### config.mk
export PLATFORM = sky130hd
export DESIGN_NAME = irq_chain_top
export DESIGN_NICKNAME = d
export VERILOG_FILES = /design/src/rtl/irq_chain_pkg.sv /design/src/rtl/irq_src_cell.sv /design/src/rtl/irq_prio.sv /design/src/rtl/irq_vec.sv /design/src/rtl/irq_chain_top.sv
export SDC_FILE = /design/constraint.sdc
export NUM_CORES = 1
export LEC_CHECK = 0
export BUFFER_PORTS_ARGS = -buffer_cell sky130_fd_sc_hd__buf_2
export CORE_MARGIN = 4
export CORE_UTILIZATION = 30
export DETAILED_ROUTE_END_ITERATION = 8
export HOLD_SLACK_MARGIN = 0.12
export PLACE_DENSITY_LB_ADDON = 0.3
export SETUP_SLACK_MARGIN = 0.4
export SLEW_MARGIN = 20
export SYNTH_ARGS = -nofsm -noshare
export SYNTH_HDL_FRONTEND = slang
export SYNTH_HIERARCHICAL = 1
export SYNTH_SLANG_ARGS = --single-unit
### constraint.sdc
create_clock -name clk -period 1.6 [get_ports clk]
set_clock_uncertainty 0.05 [all_clocks]
set_input_delay 0.16 -clock clk [delete_from_list [all_inputs] [get_ports clk]]
set_output_delay 0.16 -clock clk [all_outputs]
set_load 0.05 [all_outputs]
### src/rtl/irq_chain_pkg.sv
package irq_chain_pkg;
  localparam int NSRC     = 6;
  localparam int CODE_W   = 3;
  localparam int VEC_W    = 8;
  localparam logic [CODE_W-1:0] CODE_NONE = 3'b110;

  // isolate lowest set bit (rank 0 highest)
  function automatic logic [NSRC-1:0] lowest_one(input logic [NSRC-1:0] v);
    logic [NSRC-1:0] r;
    logic            seen;
    r    = '0;
    seen = 1'b0;
    for (int i = 0; i < NSRC; i++) begin
      if (v[i] && !seen) begin
        r[i] = 1'b1;
        seen = 1'b1;
      end
    end
    return r;
  endfunction

  function automatic logic [CODE_W-1:0] enc_code(input logic [NSRC-1:0] oh);
    logic [CODE_W-1:0] c;
    c = CODE_NONE;
    for (int i = 0; i < NSRC; i++) begin
      if (oh[i]) c = i[CODE_W-1:0];
    end
    return c;
  endfunction

  function automatic logic [VEC_W-1:0] merge_status(input logic [VEC_W-1:0] base,
                                                    input logic [CODE_W-1:0] code,
                                                    input logic vis);
    logic [VEC_W-1:0] v;
    v = base;
    if (vis) v[3:1] = code;
    return v;
  endfunction
endpackage

### src/rtl/irq_src_cell.sv
module irq_src_cell (
  input  logic clk,
  input  logic rst_n,
  input  logic req,
  input  logic en,
  input  logic set_ius,
  input  logic clr_ius,
  output logic ip,
  output logic ius
);
  always_ff @(posedge clk or negedge rst_n) begin
    if (!rst_n) begin
      ip  <= 1'b0;
      ius <= 1'b0;
    end else begin
      ip <= req & en;
      if (set_ius)      ius <= 1'b1;
      else if (clr_ius) ius <= 1'b0;
    end
  end
endmodule

### src/rtl/irq_prio.sv
module irq_prio
  import irq_chain_pkg::*;
(
  input  logic [NSRC-1:0] ip,
  input  logic [NSRC-1:0] ius,
  input  logic            iei,
  output logic [NSRC-1:0] win_oh,
  output logic [NSRC-1:0] hi_ius_oh,
  output logic            any_ok
);
  logic [NSRC-1:0] blk;
  logic [NSRC-1:0] ok;

  assign blk[0] = ius[0];
  genvar g;
  generate
    for (g = 1; g < NSRC; g++) begin : g_blk
      assign blk[g] = blk[g-1] | ius[g];
    end
  endgenerate

  assign ok        = ip & ~blk;
  assign any_ok    = |ok;
  assign win_oh    = iei ? lowest_one(ok) : '0;
  assign hi_ius_oh = lowest_one(ius);
endmodule

### src/rtl/irq_vec.sv
module irq_vec
  import irq_chain_pkg::*;
(
  input  logic             clk,
  input  logic             rst_n,
  input  logic             ack_fire,
  input  logic             vec_en,
  input  logic             vis,
  input  logic [NSRC-1:0]  win_oh,
  input  logic [VEC_W-1:0] base_vec,
  output logic [VEC_W-1:0] vec_out,
  output logic             vec_drive
);
  always_ff @(posedge clk or negedge rst_n) begin
    if (!rst_n) begin
      vec_out   <= '0;
      vec_drive <= 1'b0;
    end else begin
      vec_drive <= ack_fire & vec_en;
      if (ack_fire && vec_en)
        vec_out <= merge_status(base_vec, enc_code(win_oh), vis);
    end
  end
endmodule

### src/rtl/irq_chain_top.sv
module irq_chain_top
  import irq_chain_pkg::*;
(
  input  logic             clk,
  input  logic             rst_n,
  input  logic [NSRC-1:0]  src_req,
  input  logic [NSRC-1:0]  src_en,
  input  logic             mie,
  input  logic             iei,
  input  logic             intack,
  input  logic             ack_rd,
  input  logic             vec_en,
  input  logic             vis,
  input  logic [VEC_W-1:0] base_vec,
  input  logic             rst_ius,
  output logic             irq,
  output logic             ieo,
  output logic [VEC_W-1:0] vec_out,
  output logic             vec_drive
);
  logic [NSRC-1:0] ip_vec;
  logic [NSRC-1:0] ius_vec;
  logic [NSRC-1:0] win_oh;
  logic [NSRC-1:0] hi_ius_oh;
  logic            any_ok;
  logic            ack_fire;

  assign ack_fire = intack & ack_rd & iei;

  genvar g;
  generate
    for (g = 0; g < NSRC; g++) begin : g_src
      irq_src_cell u_cell (
        .clk     (clk),
        .rst_n   (rst_n),
        .req     (src_req[g]),
        .en      (src_en[g]),
        .set_ius (ack_fire & win_oh[g]),
        .clr_ius (rst_ius & hi_ius_oh[g]),
        .ip      (ip_vec[g]),
        .ius     (ius_vec[g])
      );
    end
  endgenerate

  irq_prio u_prio (
    .ip        (ip_vec),
    .ius       (ius_vec),
    .iei       (iei),
    .win_oh    (win_oh),
    .hi_ius_oh (hi_ius_oh),
    .any_ok    (any_ok)
  );

  irq_vec u_vec (
    .clk       (clk),
    .rst_n     (rst_n),
    .ack_fire  (ack_fire),
    .vec_en    (vec_en),
    .vis       (vis),
    .win_oh    (win_oh),
    .base_vec  (base_vec),
    .vec_out   (vec_out),
    .vec_drive (vec_drive)
  );

  assign irq = mie & iei & any_ok;
  assign ieo = iei & ~(|ius_vec) & ~(intack & (|ip_vec));
endmodule

==> results.yml, run 1 <==
placed_design:
  hpwl_um: 2260
  io_buffers: 39
  gp_congestion: 0.942
  dp.cells: 218
  pre_cts_ws_ps: -277
  place_area_mm2: 0.00149
worst_setup_path:
  end_kind: "primary output"
  r2r-end: "u_vec/vec_out[2]"
  cp_slowest_cell: "or4_4"
  r2r_cells: 7
  path_buf_inv: 1
  r2r-start: "g_src[0].u_cell/ip"
  crit_chain: "or4_4, o31ai_2, and3_4, buf_8"
  worstSetupPathType: "reg2out"
  reg2reg_slack_ps: -300
  cp_max_fo: 2
  crit_family: "simple AND/OR/NAND/NOR gates"
  max_stage_delay_ps: 540
  critPathRequiredTime_ps: 1390
  cp.arrival_ps: 1750
  crit_path_start_kind: "flop"
die:
  initial_core_util_pct: 32.5
  die_h_um: 69.3
  die_area_mm2: 0.00480
  std_cell_rows: 21
  io_pins: 40
  die_w_um: 69.3
  core_mm2: 0.00347
layout:
  syn2layout_area_growth_pct: 70.1
  seqCellArea_um2: 529
  nets: 234
  layout-drive-gt1-share_pct: 44.6
  multi_input_area_um2: 649
  finalInstanceArea_mm2: 0.00192
  stdcell_count: 250
  num_antenna_cells: 0
  fillers: 302
  fin_util_pct: 55.2
routing:
  wl_per_cell_um: 13.5
  drc: 0
  firstDrtPassIters: 4
  viasPerCell: 4.62
  drtIter0Drc: 38
  num_vias: 1155
  postRouteAntennaNets: 0
  routed_wirelength_um: 3370
worst_hold_path:
  hold_end: "u_vec/vec_out[3]"
  min-delay-path-class: "in2reg"
  min_path_cells: 3
  min_from: "base_vec[3]"
power:
  ir_drop_mv: 0.492
  p_per_area_mw_per_mm2: 1270
  power.total_mw: 2.43
  p_leak_nw: 0.991
global_routing:
  grt_pass1_wl_um: 5690
  grt_max_degree: 22
  grt_util_all_layers_pct: 14.7
  grt_overflow: 0
  antenna_found_initial: 0
  grt_pass1_vias: 1249
timing:
  worst_pin_slew_ps: 470
  max_freq_ghz: 0.509
  rsz0062_at_grt: "true"
  tns_ps: -1920
  min_period_ps: 1960
  relSlewSlack_pct: 68.7
  finalMaxSlewViolations: 0
  setup_slack_ps: -364
  hold_viol_final: 0
  fin_hold_ws_ps: 146
  setup_viol: 8
  fin_crit_sh_pct: 123
clock_tree:
  clk_pin_slew_ps: 80
  cts_max_path_buffers: 2
  clock_latency_ps: 260
  cts_num_sinks: 21
  h-tree-depth: 1
  clockRootBuffer: "clkbuf_8"
  numCtsBuffers: 3
  cts_tree: "yes"
yosys:
  syn-cell-area_mm2: 0.00113
  avgSynthCellArea_um2: 9.31
  synth_seq_cells: 21
  async_flop_share_pct: 100
  synth_cells: 121
  ys_seq_area_share_pct: 46.7
  synth-edff-count: 0
  syn-num-nets: 150
  synth-main-ff-cell: "dfrtp_1"
  synth_warnings: 6
  yosysUniqueCellTypes: 34
status:
  status: "finished with violations"
  violations: "setup timing"
flow_run:
  drv_cap: 0
[synth_stat cells (2+ instances only)]
master    instances  area [um2]
inv_1             9        33.8
o21ai_0           2        10.0
nand2b_1          4        25.0
dfrtp_1          21         526
and3_1            4        25.0
o31ai_1           2        15.0
nor3_1            3        15.0
nand2_1          16        60.1
and2_1           21         131
or4_1             2        15.0
nor2b_1           3        18.8
a21o_1            7        52.6
nor2_1            6        22.5
[registers in the layout, summed over array words and instances, names as in the netlist]
register and flops:
g_src.u_cell/ip 6, g_src.u_cell/ius 6, u_vec/vec_drive 1, u_vec/vec_out 8
[final cells by class]
class,instances,share of cell area (%)
Timing Repair Buffer,81,31.2
Multi-Input combinational cell,88,33.9
Clock buffer,4,2.35
Inverter,10,1.96
Sequential cell,21,27.6
Tap cell,46,3.00
[tightest hold or removal path, delay by kind of cell]
family          cells  cell delay [ps]
compound gates      2              180
buf+inv             1               80
[power breakdown]
| group | leakage, nW | internal [mW] | total [mW] | switching (mW) |
|---|---|---|---|---|
| Clock | 0.0228 | 0.178 | 0.350 | 0.173 |
| Combinational | 0.703 | 0.650 | 1.31 | 0.656 |
| Sequential | 0.265 | 0.645 | 0.777 | 0.132 |
| Total | 0.991 | 1.47 | 2.43 | 0.960 |
[placed cells by master, fill, tap and decap left out, types with 3 or more instances in the layout]
| cell type | Yosys | layout |
|---|---|---|
| and2_1 | 21 | 19 |
| dlygate4sd3_1 | 0 | 19 |
| buf_6 | 0 | 5 |
| dfrtp_2 | 0 | 3 |
| nand2_1 | 16 | 16 |
| buf_2 | 0 | 37 |
| dfrtp_1 | 21 | 18 |
| clkbuf_8 | 0 | 3 |
| nor2_1 | 6 | 4 |
| a21o_1 | 7 | 7 |
| buf_4 | 1 | 18 |
| inv_1 | 9 | 9 |
[what timing repair did]
action	in CTS	in global routing
setup buffers	6	3
gates resized for setup	25	8
pin swaps	10	6
hold buffers	19	0
setup endpoints to repair	11	11
cloned	0	0
hold endpoints to repair	33	0
[worst max-delay path by stage]
| stage | startpoint | to | slack [ps] | depth (start not counted) |
|---|---|---|---|---|
| 2_1_floorplan | g_src[0].u_cell/ip | u_vec/vec_out[3] | -90 | 6 |
| 3_3_place_gp | g_src[1].u_cell/ius | u_vec/vec_out[3] | -200 | 6 |
| 3_5_place_dp | g_src[1].u_cell/ius | u_vec/vec_out[2] | -280 | 6 |
| 4_1_cts | g_src[1].u_cell/ip | ieo | -330 | 4 |
| 5_1_grt | g_src[0].u_cell/ip | u_vec/vec_out[2] | -410 | 7 |
| 6_report | g_src[1].u_cell/ip | ieo | -360 | 4 |
[kinds of logic after synthesis]
kind of cell,Yosys count,share of synthesized area [%]
and+or+nand+nor,71,38.4
AOI/OAI and AO/OA,17,10.6
DFF,21,46.7
buffers and inverters,12,4.33
[per-layer routing]
layer  global-route usage, %  wire length [um]  up-vias
li1                        -                 -      572
met1                    14.6              1190      551
met2                    27.9              2000       24
met3                    1.88                71        8
met4                    10.2               112        0
met5                       0                 0        -
Note: power is estimated with default switching activity, not from simulation.
==> run 2, diff against run 1 <==
Clock period 1.6 ns to 2 ns, I/O delays scaled along.
==> run 2 against run 1 <==
Against the previous run: the run now ends clean; flip-flop and latch count did not move; global-route usage fell by 1.7 points; combinational power fell by 39%; setup slack improved by 390 ps; design area fell by 8.3%; register-to-register slack improved by 360 ps; worst hold slack improved by 4.6 ps; via count fell by 6.5%; utilization fell by 4.6 points; total power fell by 31%; largest cell class unchanged; largest power group unchanged.
==> results.yml, run 2 (same netlist as run 1, synthesis figures left out) <==
die:
  std_cell_rows: 21
  die_area_mm2: 0.00480
  die_w_um: 69.3
  io_pins: 40
  core_mm2: 0.00347
  initial_core_util_pct: 32.5
  die_h_um: 69.3
routing:
  firstDrtPassIters: 4
  routed_wirelength_um: 2910
  drc: 0
  viasPerCell: 4.54
  drtIter0Drc: 31
  postRouteAntennaNets: 0
  num_vias: 1080
  wl_per_cell_um: 12.2
timing:
  worst_pin_slew_ps: 471
  min_period_ps: 1970
  rsz0062_at_grt: "true"
  relSlewSlack_pct: 68.6
  setup_viol: 0
  max_freq_ghz: 0.508
  finalMaxSlewViolations: 0
  hold_viol_final: 0
  setup_slack_ps: 31.2
  fin_crit_sh_pct: 98.4
layout:
  regMostFlops: "u_vec/vec_out"
  reg_top3: "u_vec/vec_out: 8 flops, g_src.u_cell/ip: 6 flops, g_src.u_cell/ius: 6 flops"
  finalInstanceArea_mm2: 0.00176
  largest_register_ffs: 8
  syn2layout_area_growth_pct: 56.0
  layout_commonest_cell: "buf_2"
  stdcell_count: 238
  layout-drive-gt1-share_pct: 38.5
  nets: 222
  layout_common_cells: "buf_2 (37), and2_1 (19), dfrtp_1 (19)"
  num_antenna_cells: 0
global_routing:
  antenna_found_initial: 0
  grt.busiest_layer: "met2"
  use_met1_pct: 13.6
  grt_overflow: 0
  grt_util_all_layers_pct: 13.0
  use_met2_pct: 24.3
  grt_pass1_vias: 1144
  use_met3_pct: 2.17
  grt_max_degree: 22
  grt_pass1_wl_um: 5110
clock_tree:
  cts_max_path_buffers: 2
  cts_num_sinks: 21
  cts_tree: "yes"
  clock_latency_ps: 260
  h-tree-depth: 1
  clockRootBuffer: "clkbuf_8"
  clk_pin_slew_ps: 80
  numCtsBuffers: 3
power:
  switching_share_pct: 39.6
  power.internal_mw: 1.02
  comb_power_share_pct: 47.1
  power.switching_uw: 670
  p_per_area_mw_per_mm2: 962
  p_leak_nw: 0.926
  ir_drop_mv: 0.364
  clockPowerShare_pct: 16.8
  pwr-share-seq_pct: 36.1
placed_design:
  pre_cts_ws_ps: 171
  io_buffers: 39
  dp.cells: 205
  gp_congestion: 0.921
  hpwl_um: 2030
  place_area_mm2: 0.00139
flow_run:
  drv_cap: 0
worst_hold_path:
  min-delay-path-class: "in2reg"
worst_setup_path:
  cp.arrival_ps: 1720
  critPathRequiredTime_ps: 1750
  cp_max_fo: 2
  end_kind: "primary output"
  worstSetupPathType: "reg2out"
  crit_path_start_kind: "flop"
status:
  status: "finished clean"
## run 2: final timing paths
check / startpoint / end / slack [ps] / cells after the start
max: g_src[1].u_cell/ip / ieo / 30 / 4
min: base_vec[2] / u_vec/vec_out[2] / 150 / 3
max reg2reg: g_src[0].u_cell/ip / u_vec/vec_out[3] / 60 / 7
min reg2reg: u_vec/vec_out[7] / u_vec/vec_out[7] / 430 / 2
max in group asynchronous: rst_n / g_src[2].u_cell/ius / 1190 / 2
min in group asynchronous: rst_n / g_src[4].u_cell/ip / 370 / 2
## run 2: power groups by stage
stage	clock, mW	combinational, mW	sequential, mW
final	0.283	0.796	0.610
after global routing	0.308	0.867	0.625
after CTS	0.292	0.786	0.609
after detailed placement	0	0.623	0.612
after global placement	0	0.620	0.606
after floorplan	0	0.363	0.713
## run 2: metrics by stage
stage / hold WS [ps] / utilization (%) / total power [mW] / setup TNS [ps]
CTS: 148 / 49.8 / 1.69 / 0
floorplan: -146 / - / 1.08 / 0
detailed placement: 133 / 40.1 / 1.23 / 0
finish: 151 / 50.6 / 1.69 / 0
global route: 166 / 50.6 / 1.80 / -158
global placement: 129 / 40.1 / 1.23 / 0
## run 2: critical path, cell delays in order (launching register included)
cell     delay, ps
dfrtp_1        380
or4_1          530
o31ai_1        190
and3_2         210
buf_6          150
## run 2: per-layer routing
metal | wire (um) | part of all wire, %
met1 | 1140 | 39
met2 | 1600 | 55
met3 | 69 | 2.4
met4 | 87 | 3.0
met5 | 0 | 0
## run 2: area by class of cell
class | count | area, um2
well taps | 46 | 57.6
inverters | 10 | 37.5
repair buffers | 69 | 482
multi-input cells | 88 | 607
fillers | 332 | 1710
clock buffers | 4 | 45.0
flip-flops and latches | 21 | 528
## run 2: what timing repair did
item,in CTS,in global routing
endpoints found under the setup margin,7,7
resized for setup,11,4
hold buffers,18,0
buffers inserted,9,2
pin swaps,8,1
hold endpoints to repair,32,0
